## config.mk

```make
export PLATFORM = sky130hd
export DESIGN_NAME = abus_park_arb
export DESIGN_NICKNAME = d
export VERILOG_FILES = /design/src/rtl/abus_park_arb.sv
export SDC_FILE = /design/constraint.sdc
export NUM_CORES = 1
export LEC_CHECK = 0
export BUFFER_PORTS_ARGS = -buffer_cell sky130_fd_sc_hd__buf_2
export CAP_MARGIN = 20
export CORE_AREA = 2 2 39 41
export DETAILED_ROUTE_END_ITERATION = 7
export DIE_AREA = 0 0 41 43
export PLACE_DENSITY = 0.6
export SYNTH_ARGS = -nofsm -noshare
export SYNTH_HDL_FRONTEND = slang
export SYNTH_SLANG_ARGS = --single-unit
```

## constraint.sdc

```tcl
create_clock -name clk -period 2.15 [get_ports clk]
set_input_delay 0.3225 -clock clk [delete_from_list [all_inputs] [get_ports clk]]
set_output_delay 0.3225 -clock clk [all_outputs]
set_load 0.01 [all_outputs]
```

## src/rtl/abus_park_arb.sv

```systemverilog
`timescale 1ns/1ps
module abus_park_arb #(
  parameter int NUM_MASTERS = 4,
  parameter int ACK_LAT     = 1,
  parameter int GRANT_SLIP  = 0
) (
  input  logic                   clk,
  input  logic                   rst_n,
  input  logic [NUM_MASTERS-1:0] req,
  input  logic                   xfer_start,
  output logic [NUM_MASTERS-1:0] grant,
  output logic                   addr_ack
);

  localparam int IDX_W = $clog2(NUM_MASTERS);

  function automatic logic [ACK_LAT-1:0] low_ones(input int n);
    logic [ACK_LAT-1:0] m;
    for (int i = 0; i < ACK_LAT; i++) m[i] = (i < n);
    return m;
  endfunction

  // Tenures whose acknowledge falls after the cycle following a swap decision.
  localparam logic [ACK_LAT-1:0] LATE_MASK = low_ones(ACK_LAT - 2);
  // Tenures that still keep the grant withheld during the gap.
  localparam logic [ACK_LAT-1:0] HOLD_MASK =
    (GRANT_SLIP != 0) ? low_ones(ACK_LAT) : low_ones(ACK_LAT - 1);

  typedef enum logic [1:0] {ST_PARK, ST_SWAP, ST_GAP} arb_st_t;

  arb_st_t            state;
  logic [IDX_W-1:0]   owner;
  logic [ACK_LAT-1:0] ack_pipe;
  logic [IDX_W:0]     pick;
  logic               late, busy;

  function automatic logic [IDX_W:0] rr_pick(input logic [IDX_W-1:0] cur,
                                             input logic [NUM_MASTERS-1:0] r);
    logic [IDX_W:0] res;
    res = '0;
    for (int k = NUM_MASTERS - 1; k >= 1; k--)
      if (r[(int'(cur) + k) % NUM_MASTERS])
        res = {1'b1, IDX_W'((int'(cur) + k) % NUM_MASTERS)};
    return res;
  endfunction

  assign pick     = rr_pick(owner, req);
  assign late     = ((ACK_LAT > 1) && xfer_start) || (|(ack_pipe & LATE_MASK));
  assign busy     = xfer_start || (|(ack_pipe & HOLD_MASK));
  assign addr_ack = ack_pipe[ACK_LAT-1];
  assign grant    = (state == ST_GAP) ? '0 : (NUM_MASTERS'(1) << owner);

  always_ff @(posedge clk or negedge rst_n) begin
    if (!rst_n) begin
      state    <= ST_PARK;
      owner    <= '0;
      ack_pipe <= '0;
    end else begin
      ack_pipe <= (ack_pipe << 1) | ACK_LAT'(xfer_start);
      case (state)
        ST_PARK: if (pick[IDX_W] && !late) begin
          owner <= pick[IDX_W-1:0];
          state <= ST_SWAP;
        end
        ST_SWAP: state <= ST_GAP;
        default: if (!busy) state <= ST_PARK;
      endcase
    end
  end

endmodule

```

==> flow_summary.toml <==
[global_routing]
grt_util_all_layers = 0.129
grt_pass1_wl_mm = 1.56
grt_max_degree = 11
grt_pass1_vias = 375
grt.overflow.total = 0
antenna_found_initial = 0

[timing]
rsz0062_at_grt = "false"
drv_slew = 0
tightest_slew_ps = 368
fin_crit_ps = 1920
finalHoldViolations = 0
period_share = 0.894
setup_viol = 0
maxSlewHeadroom = 0.751
final.setup_skew_ps = 0.294
whs_ps = 217
fmax_ghz = 0.520
fin_tns_setup_ps = 0

[worst_setup_path]
reg2reg_from = "owner[0]$_DFFE_PN0P_"
path_max_fanout = 10
slowest_stage = "dfrtp_1"
reg2regPathDepth = 6
cp.arrival_ps = 2050
r2r_setup_slack_ps = 230
crit_chain = "inv_1, ha_1, nand2b_1, a31oi_1, o211ai_1, mux2_2"
worstSetupPathType = "flop to flop"
startpoint_type = "flop"
cp_top_family = "flip-flops"
slowest_delay_ps = 500
end_kind = "flop"
worstPathRequired_ps = 2270
crit_start = "owner[0]$_DFFE_PN0P_"
r2r_end = "owner[1]$_DFFE_PN0P_"
path_buf_inv = 1

[yosys]
synth_commonest_cells = "dfrtp_1 (5), and2_1 (4), ha_1 (4)"
syn_nets = 57
synth_area_leaders = "dfrtp_1 (28%), ha_1 (11%), mux2i_1 (6.6%)"
ys_seq_area_frac = 0.276
yosysUniqueCellTypes = 27
ys.flop_type = "dfrtp_1"
ys_ff_latch = 5
yosysMostFrequentCell = "dfrtp_1"
yosysWarnings = 0
avgSynthCellArea_um2 = 9.85
postSynthCellCount = 46
synth_area_um2 = 453
synth-edff-count = 0
synth_top_area_cell = "dfrtp_1"
netlist.area_leader.share = 0.276
ys_async_sr_fraction = 1.00

[die]
io_pins = 12
core_um2 = 1380
dieArea_um2 = 1760
fp.dieW_um = 41
num_rows = 14
die_y_um = 43
initial_core_util = 0.327

[detailed_routing]
firstDrtPassIters = 4
vias = 396
drt_iter0_markers = 9
drc = 0
ant_nets = 0
wl_per_cell_um = 11.2
vias_per_cell = 5.14
routed_wl_um = 864

[cts]
h-tree-depth = 1
clockBufferDepth = 2
clkSlewWorstSetupHoldPaths_ps = 40
clk_latency_ps = 240
cts_sinks = 5
ctsRootBufferMaster = "clkbuf_4"
cts_tree = "built"
cts_buffers = 3

[min_path]
holdCritPathClass = "input pin to flop"
hold_path_depth = 1
hold_end = "addr_ack$_DFF_PN0_"
min-delay-start = "xfer_start"

[final_layout]
diodes = 0
nets = 73
area_growth_pct = 22.9
layout-drive-gt1-share = 0.361

[pwr]
p_per_area_nw_per_um2 = 1310
p_leak_nw = 0.265
peakVddDrop_mv = 0.436

[place]
gp_congestion = 0.715
hpwl_um = 653
io_buffers = 11

[job]
cap_violations = 0

[status]
status = "finished, final reports clean"
[layer usage]
metal  vias to the layer above  wire length, um  track usage
met5                         -                0            0
met4                         0                0       0.0600
met3                         0               26       0.0471
met2                         6              461        0.194
met1                       190              376        0.156
li1                        200                -            -
[sequential cells by signal, indices dropped and copies added, names as in the netlist]
register	flops
addr_ack	1
owner	2
state	2
[final cells by class]
cell class | instances | area, um^2
Clock buffer | 4 | 26.3
Fill cell | 148 | 827
Inverter | 3 | 11.3
Multi-Input combinational cell | 36 | 302
Sequential cell | 5 | 125
Tap cell | 16 | 20.0
Timing Repair Buffer | 13 | 72.6
[cell usage in the layout, fill, tap and decap left out, types with 2 or more instances in the layout]
cell / instances
buf_2: 11
nand2b_1: 2
inv_1: 3
nor2_1: 3
mux2_2: 2
clkbuf_4: 3
and2_1: 4
ha_1: 4
mux2i_1: 3
dfrtp_1: 5
[cell families (layout without fill, tap and decap cells)]
| group | Yosys count | after routing | synth area share |
|---|---|---|---|
| AOI/OAI and AO/OA | 9 | 9 | 0.180 |
| adders and majority gates | 4 | 4 | 0.111 |
| buffers and inverters | 5 | 20 | 0.0580 |
| DFF | 5 | 5 | 0.276 |
| muxes | 5 | 5 | 0.116 |
| and+or+nand+nor | 18 | 18 | 0.260 |
[timing repair]
action                                  4_1_cts  5_1_grt
resized for setup                             0        0
endpoints found under the hold margin         5        0
setup buffers                                 0        0
hold buffers                                  1        0
endpoints found under the setup margin        0        0
[stage by stage]
stage | power (mW) | setup slack (ps) | instances | util | cell area [um^2]
global route | 0.813 | 71.5 | 77 | 0.402 | 557
detailed placement | 0.628 | 229 | 72 | 0.376 | 520
finish | 0.730 | 227 | 77 | 0.402 | 557
CTS | 0.741 | 223 | 77 | 0.402 | 557
global placement | 0.621 | 245 | 72 | 0.376 | 520
floorplan | 0.518 | 376 | 46 | - | 453
[worst max path at each step]
stage               cells past startpoint                   end
finish                                  6  owner[1]$_DFFE_PN0P_
global route                            6  owner[1]$_DFFE_PN0P_
CTS                                     6  owner[1]$_DFFE_PN0P_
detailed placement                      6  owner[1]$_DFFE_PN0P_
global placement                        6  owner[1]$_DFFE_PN0P_
floorplan                               4  owner[1]$_DFFE_PN0P_
[report_power, final]
part	switching (mW)	internal (mW)	total, mW
Clock	0.0383	0.0701	0.108
Sequential	0.0659	0.134	0.200
Combinational	0.197	0.224	0.421
[worst reg2reg max path, delay by kind of cell, from the launching register on]
| family | cells | cell delay (ps) |
|---|---|---|
| and+or+nand+nor | 1 | 200 |
| muxes | 1 | 270 |
| adders and majority gates | 1 | 390 |
| AOI/OAI and AO/OA | 2 | 290 |
| DFF | 1 | 500 |
| buffers and inverters | 1 | 150 |
(Power assumes the default switching activity.)
